File: src/rtl/pwm_bank_pkg.sv
package pwm_bank_pkg;
  localparam int DATA_W   = 8;
  localparam int DUTY_W   = 10;
  localparam int FSEL_W   = 4;
  localparam int FSEL_LSB = 4;
  localparam int DHI_W    = DUTY_W - DATA_W;
  localparam int PRE_BASE = 32;
  localparam int PRE_W    = $clog2(PRE_BASE);
  localparam int DIV_W    = PRE_W + 1;
  localparam int PERIOD   = 1 << DUTY_W;

  typedef logic [DATA_W-1:0] byte_t;
  typedef logic [DUTY_W-1:0] duty_t;
  typedef logic [FSEL_W-1:0] fsel_t;
endpackage

File: src/rtl/pwm_bank_regs.sv
module pwm_bank_regs
  import pwm_bank_pkg::*;
#(
  parameter int NUM_CH = 3,
  parameter int ADDR_W = 4
) (
  input  logic                      clk_i,
  input  logic                      rst_ni,
  input  logic [ADDR_W-1:0]         addr_i,
  input  byte_t                     wdata_i,
  input  logic                      we_i,
  output byte_t                     rdata_o,
  output duty_t [NUM_CH-1:0]        duty_o,
  output fsel_t [NUM_CH-1:0]        fsel_o,
  output logic  [NUM_CH-1:0]        en_o
);
  localparam int EN_ADDR = 2 * NUM_CH;

  byte_t             lo_q  [NUM_CH];
  logic [DHI_W-1:0]  dhi_q [NUM_CH];
  fsel_t             fs_q  [NUM_CH];
  logic [NUM_CH-1:0] en_q;

  function automatic byte_t hi_byte(logic [DHI_W-1:0] dhi, fsel_t fs);
    byte_t v;
    v = '0;
    v[DHI_W-1:0] = dhi;
    v[FSEL_LSB +: FSEL_W] = fs;
    return v;
  endfunction

  for (genvar g = 0; g < NUM_CH; g++) begin : g_ch
    always_ff @(posedge clk_i or negedge rst_ni) begin
      if (!rst_ni) begin
        lo_q[g]  <= '0;
        dhi_q[g] <= '0;
        fs_q[g]  <= '0;
      end else if (we_i && addr_i == ADDR_W'(2 * g)) begin
        lo_q[g] <= wdata_i;
      end else if (we_i && addr_i == ADDR_W'(2 * g + 1)) begin
        dhi_q[g] <= wdata_i[DHI_W-1:0];
        fs_q[g]  <= wdata_i[FSEL_LSB +: FSEL_W];
      end
    end
    assign duty_o[g] = {dhi_q[g], lo_q[g]};
    assign fsel_o[g] = fs_q[g];
  end

  always_ff @(posedge clk_i or negedge rst_ni) begin
    if (!rst_ni)                                   en_q <= '0;
    else if (we_i && addr_i == ADDR_W'(EN_ADDR))   en_q <= wdata_i[NUM_CH-1:0];
  end
  assign en_o = en_q;

  always_comb begin
    rdata_o = '0;
    for (int i = 0; i < NUM_CH; i++) begin
      if (addr_i == ADDR_W'(2 * i))     rdata_o = lo_q[i];
      if (addr_i == ADDR_W'(2 * i + 1)) rdata_o = hi_byte(dhi_q[i], fs_q[i]);
    end
    if (addr_i == ADDR_W'(EN_ADDR)) rdata_o[NUM_CH-1:0] = en_q;
  end
endmodule

File: src/rtl/pwm_bank_chan.sv
module pwm_bank_chan
  import pwm_bank_pkg::*;
(
  input  logic  clk_i,
  input  logic  rst_ni,
  input  logic  en_i,
  input  duty_t duty_i,
  input  fsel_t fsel_i,
  output logic  pwm_o,
  output duty_t per_cnt_o,
  output duty_t duty_act_o
);
  logic [PRE_W-1:0] pre_q;
  logic [DIV_W-1:0] div_q;
  duty_t            per_q, duty_q;
  logic             tick, wrap;

  assign tick = ({1'b0, pre_q} == div_q - DIV_W'(1));
  assign wrap = tick && (per_q == duty_t'(PERIOD - 1));

  // shadow values track the registers while idle, reload only on wrap while running
  always_ff @(posedge clk_i or negedge rst_ni) begin
    if (!rst_ni) begin
      pre_q  <= '0;
      per_q  <= '0;
      duty_q <= '0;
      div_q  <= DIV_W'(PRE_BASE);
    end else if (!en_i || wrap) begin
      pre_q  <= '0;
      per_q  <= '0;
      duty_q <= duty_i;
      div_q  <= DIV_W'(PRE_BASE) - DIV_W'(fsel_i);
    end else if (tick) begin
      pre_q <= '0;
      per_q <= per_q + duty_t'(1);
    end else begin
      pre_q <= pre_q + PRE_W'(1);
    end
  end

  assign pwm_o      = en_i && (per_q <= duty_q);
  assign per_cnt_o  = per_q;
  assign duty_act_o = duty_q;
endmodule

File: src/rtl/pwm_bank.sv
module pwm_bank
  import pwm_bank_pkg::*;
#(
  parameter int NUM_CH = 3,
  parameter int ADDR_W = 4
) (
  input  logic              clk_i,
  input  logic              rst_ni,
  input  logic [ADDR_W-1:0] addr_i,
  input  logic [7:0]        wdata_i,
  input  logic              we_i,
  output logic [7:0]        rdata_o,
  output logic [NUM_CH-1:0] pwm_o
);
  duty_t [NUM_CH-1:0] duty_w;
  fsel_t [NUM_CH-1:0] fsel_w;
  logic  [NUM_CH-1:0] en_q;
  duty_t [NUM_CH-1:0] per_cnt;
  duty_t [NUM_CH-1:0] duty_act;

  pwm_bank_regs #(.NUM_CH(NUM_CH), .ADDR_W(ADDR_W)) u_regs (
    .clk_i  (clk_i),
    .rst_ni (rst_ni),
    .addr_i (addr_i),
    .wdata_i(wdata_i),
    .we_i   (we_i),
    .rdata_o(rdata_o),
    .duty_o (duty_w),
    .fsel_o (fsel_w),
    .en_o   (en_q)
  );

  for (genvar g = 0; g < NUM_CH; g++) begin : g_chan
    pwm_bank_chan u_chan (
      .clk_i     (clk_i),
      .rst_ni    (rst_ni),
      .en_i      (en_q[g]),
      .duty_i    (duty_w[g]),
      .fsel_i    (fsel_w[g]),
      .pwm_o     (pwm_o[g]),
      .per_cnt_o (per_cnt[g]),
      .duty_act_o(duty_act[g])
    );
  end
endmodule

File: config.mk
export PLATFORM = sky130hd
export DESIGN_NAME = pwm_bank
export DESIGN_NICKNAME = d
export VERILOG_FILES = /design/src/rtl/pwm_bank_pkg.sv /design/src/rtl/pwm_bank_regs.sv /design/src/rtl/pwm_bank_chan.sv /design/src/rtl/pwm_bank.sv
export SDC_FILE = /design/constraint.sdc
export NUM_CORES = 1
export LEC_CHECK = 0
export ABC_CLOCK_PERIOD_IN_PS = 2700
export BUFFER_PORTS_ARGS = -buffer_cell sky130_fd_sc_hd__clkbuf_2
export CELL_PAD_IN_SITES_DETAIL_PLACEMENT = 0
export CELL_PAD_IN_SITES_GLOBAL_PLACEMENT = 2
export CORE_MARGIN = 4
export CORE_UTILIZATION = 38
export CTS_CLUSTER_DIAMETER = 100
export DETAILED_ROUTE_END_ITERATION = 6
export GPL_ROUTABILITY_DRIVEN = 0
export GPL_TIMING_DRIVEN = 0
export PLACE_DENSITY_LB_ADDON = 0.1
export SLEW_MARGIN = 15
export SYNTH_ARGS = -nofsm -noshare
export SYNTH_HDL_FRONTEND = slang
export SYNTH_SLANG_ARGS = --single-unit
export TNS_END_PERCENT = 20
File: constraint.sdc
create_clock -name clk_i -period 2.7 [get_ports clk_i]
set_clock_uncertainty 0.1 [all_clocks]
set_input_delay 0.405 -clock clk_i [delete_from_list [all_inputs] [get_ports clk_i]]
set_output_delay 0.405 -clock clk_i [all_outputs]
set_load 0.01 [all_outputs]
==> impl_metrics.csv, run 1 <==
group,metric,value,unit
timing,grt_setup_unrepaired,"true",
global_routing,grt_pass1_wl,30.7,mm
yosys,avgSynthCellArea,10.4,um^2
setup_path,worst-path-max-fanout,7,
floorplan,die_area,22000,um^2
global_routing,grt_overflow_total,0,
routing,viasPerCell,5.27,
yosys,ys_warn_count,0,
final_layout,layout.nets,823,
floorplan,io_pins,26,
yosys,synth-simple-area-share,15.8,%
yosys,ys_types,63,
floorplan,initial_core_util,38.5,%
yosys,ys_ff_latch,138,
timing,fin_crit,2.66,ns
floorplan,die_w,148,um
clock_tree,htreeDepth,4,
yosys,synth_edf_count,0,
final_layout,fillers,1908,
final_layout,diodes,0,
clock_tree,clk_pin_slew,0.06,ns
timing,fmax,377,MHz
final_layout,drive_above_1_share,23.1,%
placement,dp.cells,1002,
routing,dr_total_vias,5497,
timing,max_slew_margin,42.2,%
final_layout,area.sequential,3460,um^2
floorplan,rows,51,
clock_tree,cts_tree,"built",
final_layout,layoutNonFillerInstCount,1044,
yosys,synth_xor_xnor_area_share,4.69,%
final_layout,area_delta_synth_final,17.9,%
setup_path,cp-start-kind,"flip-flop",
min_path,min_path_type,"in2reg",
clock_tree,cts_inserted_buffers,17,
timing,tightestPinTransition,0.856,ns
yosys,synth_compound_area_share,9.63,%
timing,setup_viol,0,
yosys,async_flop_share,100,%
setup_path,cp.required,2.19,ns
setup_path,startpoint,"g_chan[1].u_chan.per_cnt_o[3]",
yosys,synth_mux_area_share,11.9,%
routing,routedWlPerCell,17.8,um
global_routing,grt_pass1_vias,5538,
setup_path,end_kind,"output port",
routing,drtPass1Iterations,4,
yosys,yosys.area_share.adder,7.03,%
yosys,ys_seq_area_share,46.3,%
yosys,yosysMostFrequentCell,"dfrtp_1",
placement,place_hpwl,13.6,mm
setup_path,critPathKind,"reg2out",
yosys,synth_top_family_by_area,"simple AND/OR/NAND/NOR gates",
routing,drc,0,
job,drv_cap,0,
routing,antenna_left,0,
yosys,synth_top_flop_cell,"dfrtp_1",
final_layout,multi_input_area,3810,um^2
min_path,worstHoldStart,"wdata_i[3]",
final_layout,fin_util,45.4,%
routing,wirelength,18.6,mm
timing,fin_crit_sh,98.4,%
yosys,syn_area,7470,um^2
placement,io_buffers,20,
pwr,power.density,854,nW/um^2
yosys,synth_nets,773,
floorplan,core_area,19400,um^2
yosys,synthTopCellsByCount,"dfrtp_1 (135), inv_1 (55), nand2_1 (54), mux2_2 (51), o21ai_0 (48)",
global_routing,gr-usage-all-layers,17.8,%
clock_tree,cts_buffer_depth,2,
timing,finalHoldViolations,0,
outcome,outcome,"complete, no violations",
clock_tree,cts.sinks,138,
timing,hold_ws,0.163,ns
global_routing,grt_max_degree,94,
pwr,ir_drop,0.376,mV
yosys,postSynthCellCount,716,
setup_path,arrival,2.15,ns
global_routing,antenna_found_initial,0,
yosys,yosys.area.top_type,"dfrtp_1",
setup_path,regToRegStartpoint,"g_chan[1].u_chan.div_q[0]",
yosys,synth_top_area_share,45.2,%
pwr,power.leakage,3.94,nW
clock_tree,clockRootBuffer,"clkbuf_16",
floorplan,die_h,148,um
yosys,synthTopCellsByArea,"dfrtp_1 (45%), mux2_2 (7.7%), ha_1 (7.0%)",
routing,first_iter_violations,268,
clock_tree,clk_latency,0.42,ns
timing,slew_viol_final,0,
## repair_timing
action / in CTS / in global routing
setup buffers: 7 / 3
gates resized for setup: 18 / 41
endpoints found under the hold margin: 45 / 0
pin swaps: 6 / 12
endpoints found under the setup margin: 66 / 55
hold buffers: 1 / 0
## worst max-delay path, cell delays in order, from the launching register on
cell and delay, ns:
dfrtp_2 0.47, ha_4 0.24, a21o_1 0.15, a21o_1 0.18, a211oi_2 0.23, o21ai_1 0.09
a21oi_1 0.13, buf_4 0.13, clkbuf_2 0.12
## power breakdown
group / switching, mW / internal [mW] / total (mW)
clock: 0.943 / 1.45 / 2.39
combinational: 1.13 / 1.00 / 2.13
sequential: 0.437 / 2.55 / 2.99
total: 2.51 / 5.01 / 7.52
## kinds of logic (layout without fill, tap and decap cells)
family / after synthesis / count (layout)
compound gates: 114 / 114
xor+xnor: 40 / 40
fa+ha+maj: 42 / 42
buf+inv: 86 / 149
flops: 138 / 138
mux: 73 / 73
simple gates: 223 / 223
## path summary, 6_finish.rpt
| kind | to | slack [ns] | depth (start not counted) |
|---|---|---|---|
| hold / removal | u_regs.duty_o[23] | 0.16 | 2 |
| hold reg to reg | g_chan[1].u_chan.pre_q[0] | 0.41 | 1 |
| max in group asynchronous | g_chan[1].u_chan.per_cnt_o[7] | 1.25 | 3 |
| setup / recovery | pwm_o[1] | 0.04 | 8 |
| setup reg to reg | g_chan[1].u_chan.div_q[5] | 0.17 | 10 |
| min in group asynchronous | g_chan[2].u_chan.pre_q[2] | 0.41 | 2 |
## registers in the layout, summed over array words and instances, names as in the netlist
register	count
g_chan.u_chan.pre_q	15
g_chan.u_chan.duty_act_o	30
u_regs.en_o	3
u_regs.duty_o	30
g_chan.u_chan.div_q	18
g_chan.u_chan.per_cnt_o	30
u_regs.fsel_o	12
## layout by cell type (no fill, tap or decap), types with 8 or more instances in the layout
cell,netlist,layout
dfrtp_1,135,129
nand2_1,54,54
mux2_2,51,51
inv_1,55,50
nor2_1,46,46
o21ai_0,48,45
ha_1,42,36
nand3_1,34,34
clkbuf_2,0,23
xor2_1,21,21
nand4_1,19,19
xnor2_1,19,19
clkbuf_16,0,17
a21oi_1,19,16
buf_4,3,13
clkbuf_1,19,11
a21o_1,9,9
and2_1,8,8
nor3_1,8,8
and3_1,8,8
## metal layers
layer | global-route usage [%] | routed length (um) | vias to the layer above
li1 | - | - | 2656
met1 | 26.5 | 9480 | 2757
met2 | 26.7 | 8390 | 74
met3 | 4.08 | 566 | 10
met4 | 3.33 | 117 | 0
met5 | 0 | 0 | -
## metrics by stage
| step | setup slack (ns) | instance area (um^2) | total power, mW | setup TNS [ns] |
|---|---|---|---|---|
| finish | 0.0442 | 8810 | 7.52 | 0 |
| global route | -0.0671 | 8810 | 8.02 | -0.181 |
| CTS | -0.0527 | 8680 | 7.45 | -0.0527 |
| detailed placement | -0.392 | 7940 | 4.96 | -10.62 |
| global placement | -1.26 | 7900 | 4.90 | -176.76 |
| floorplan | 0.195 | 7470 | 4.32 | 0 |
## final cells by class
cell class,count,area share [%]
timing repair buffer,32,2.66
inverter,56,2.39
clock inverter,15,2.00
clock buffer,17,4.83
multi-input combinational,492,43.3
buffer,29,1.70
sequential,138,39.3
tap,265,3.76
Power figures use the tool's default switching activity.
==> inputs of run 2 (changes only) <==
ABC_AREA = 1   (was not set)
CORE_UTILIZATION = 34   (was 38)
RECOVER_POWER = 50   (was not set)
==> run 2 against run 1 <==
Compared with the run above: count of clock-buffer cells in the layout is the same; worst setup slack gained 0.042 ns; non-clock buffer count shrank 2; power shrank 0.67%; critical endpoint is now pwm_o[2]; largest cell class unchanged; clock power shrank 3%; core utilization shrank 5.5 points; via count grew 22%; sequential cell count is the same; critical path depth shrank 1.
==> impl_metrics.csv, run 2 <==
group,metric,value,unit
outcome,outcome,"complete, no violations",
setup_path,worst-path-buf-inv,2,
floorplan,io_pins,26,
yosys,synthTopCellsByArea,"dfrtp_1 (41%), nand2_1 (16%), nand3_1 (6.6%)",
setup_path,cp.required,2.19,ns
yosys,synth_top_area_share,41.3,%
clock_tree,cts_inserted_buffers,17,
routing,first_iter_violations,348,
timing,fin_crit_sh,96.8,%
routing,drc,0,
min_path,min_path_type,"in2reg",
routing,drtPass1Iterations,4,
yosys,ys_warn_count,0,
yosys,avgSynthCellArea,7.65,um^2
floorplan,core_area,23500,um^2
timing,finalHoldViolations,0,
final_layout,final_cell_mix,"nand2_1 (354), inv_1 (125), dfrtp_1 (124)",
pwr,p_int,4.54,mW
setup_path,slowest_stage,"dfrtp_1",
pwr,swShare,39.1,%
global_routing,antenna_found_initial,0,
pwr,power.density,795,nW/um^2
final_layout,fin_util,39.9,%
yosys,yosys.area.top_type,"dfrtp_1",
yosys,synth_top_flop_cell,"dfrtp_1",
clock_tree,clockRootBuffer,"clkbuf_16",
placement,io_buffers,25,
setup_path,cp-start-kind,"flip-flop",
timing,slew_viol_final,0,
routing,routedWlPerCell,15.0,um
job,drv_cap,0,
yosys,yosysMostFrequentCell,"nand2_1",
yosys,ys_types,41,
floorplan,initial_core_util,34.8,%
yosys,synth_edf_count,0,
pwr,power,7.47,mW
setup_path,critPathKind,"reg2out",
timing,tightestPinTransition,1.37,ns
final_layout,area_delta_synth_final,14.8,%
final_layout,drive_above_1_share,12.9,%
floorplan,die_h,163,um
clock_tree,htreeDepth,4,
routing,antenna_left,0,
clock_tree,cts_tree,"built",
pwr,power.switching,2.92,mW
timing,fin_crit,2.61,ns
yosys,postSynthCellCount,1070,
clock_tree,cts_buffer_depth,2,
yosys,synth_nets,1127,
timing,hold_ws,0.260,ns
clock_tree,clk_latency,0.43,ns
setup_path,crit_family,"simple AND/OR/NAND/NOR gates",
pwr,power.leakage,4.83,nW
setup_path,worst-path-max-fanout,5,
global_routing,grt_pass1_vias,6883,
final_layout,final_common_cell,"nand2_1",
yosys,async_flop_share,100,%
timing,max_slew_margin,8.37,%
routing,dr_total_vias,6698,
timing,setup_viol,0,
global_routing,grt_max_degree,90,
clock_tree,cts.sinks,138,
setup_path,arrival,2.11,ns
placement,place_hpwl,16.1,mm
yosys,synthTopCellsByCount,"nand2_1 (354), dfrtp_1 (135), inv_1 (124), nand3_1 (108), nor2_1 (59)",
routing,wirelength,21.8,mm
yosys,ys_seq_area_share,42.2,%
yosys,syn_area,8180,um^2
final_layout,diodes,0,
pwr,ir_drop,0.361,mV
pwr,p_comb_share,29.6,%
timing,fmax,383,MHz
pwr,seqPwrFrac,39.3,%
final_layout,layout.nets,1177,
setup_path,slowest_delay,0.45,ns
pwr,clockPowerShare,31.1,%
global_routing,grt_pass1_wl,36.6,mm
clock_tree,clk_pin_slew,0.07,ns
global_routing,gr-usage-all-layers,17.5,%
global_routing,grt_overflow_total,0,
timing,grt_setup_unrepaired,"true",
floorplan,die_w,163,um
setup_path,path_cells,"ha_1 > nand2_1 > nor4_1 > nand3_1 > a21oi_2 > buf_4 > clkbuf_2",
routing,viasPerCell,4.61,
floorplan,die_area,26600,um^2
setup_path,end_kind,"output port",
yosys,ys_ff_latch,138,
floorplan,rows,56,
run 2: changes by cell type after synthesis, moves of 9 or more:
cell,before,now
a21o_1,9,0
clkbuf_1,19,9
inv_1,55,124
inv_2,0,13
mux2_2,51,0
nand2_1,54,354
nand2_2,1,14
nand3_1,34,108
nand4_1,19,32
nor2_1,46,59
run 2: final cells by class:
type                    count  area [um^2]
clock inverters            15          146
well taps                 319          399
plain buffers              28          188
multi-input cells         764         4050
clock buffers              17          425
fillers                  2560        14200
repair buffers             31          190
flip-flops and latches    138         3470
inverters                 140          526
run 2: worst min-delay path: stages:
cell and delay, ns:
clkbuf_2 0.07, inv_1 0.10, o21ai_0 0.17
run 2: stage by stage:
stage	worst slack, ns	instances	TNS [ns]	cell area [um^2]
4_1_cts	0.0124	1448	0	9330
6_report	0.0859	1452	0	9390
2_1_floorplan	0.810	1070	0	8180
5_1_grt	-0.0156	1452	-0.0299	9390
3_3_place_gp	-1.55	1414	-207.67	8710
3_5_place_dp	0.411	1415	0	8740
run 2: kinds of logic after synthesis:
group / after synthesis / synth area share [%]
simple gates: 596 / 32.7
buf+inv: 168 / 8.71
flops: 138 / 42.2
compound gates: 89 / 5.98
fa+ha+maj: 42 / 6.42
xor+xnor: 37 / 3.96
run 2: final timing paths:
check                                         startpoint                            end  slack (ns)  cells after the start
min                                           wdata_i[3]              u_regs.duty_o[23]        0.26                      3
min reg2reg                             u_regs.fsel_o[9]               u_regs.fsel_o[9]        0.39                      2
max in group asynchronous                         rst_ni  g_chan[0].u_chan.per_cnt_o[7]        0.66                      3
max reg2reg                    g_chan[0].u_chan.div_q[0]      g_chan[0].u_chan.div_q[2]        0.48                     11
max                        g_chan[2].u_chan.per_cnt_o[3]                       pwm_o[2]        0.09                      7
min in group asynchronous                         rst_ni      g_chan[2].u_chan.pre_q[4]        0.73                      2
run 2: power groups by stage:
stage | clock network, mW | logic (mW) | registers (mW)
5_1_grt | 2.49 | 2.60 | 3.01
2_1_floorplan | 0 | 1.72 | 2.82
4_1_cts | 2.40 | 2.24 | 2.95
6_report | 2.32 | 2.21 | 2.93
3_3_place_gp | 0 | 2.21 | 2.98
3_5_place_dp | 0 | 2.22 | 2.98
run 2: repair_timing:
item                       4_1_cts  5_1_grt
buffers inserted                 0        4
pin swaps                        0        4
setup endpoints to repair        2        5
hold buffers                     1        0
gates resized for setup          2       20
hold endpoints to repair        48        0
gates cloned                     0        0
run 2: metal layers:
metal / wire, um / up-vias / global-route usage (%)
li1: - / 3542 / -
met1: 10100 / 3100 / 22.3
met2: 10900 / 37 / 30.5
met3: 365 / 19 / 2.98
met4: 350 / 0 / 5.07
met5: 0 / - / 0
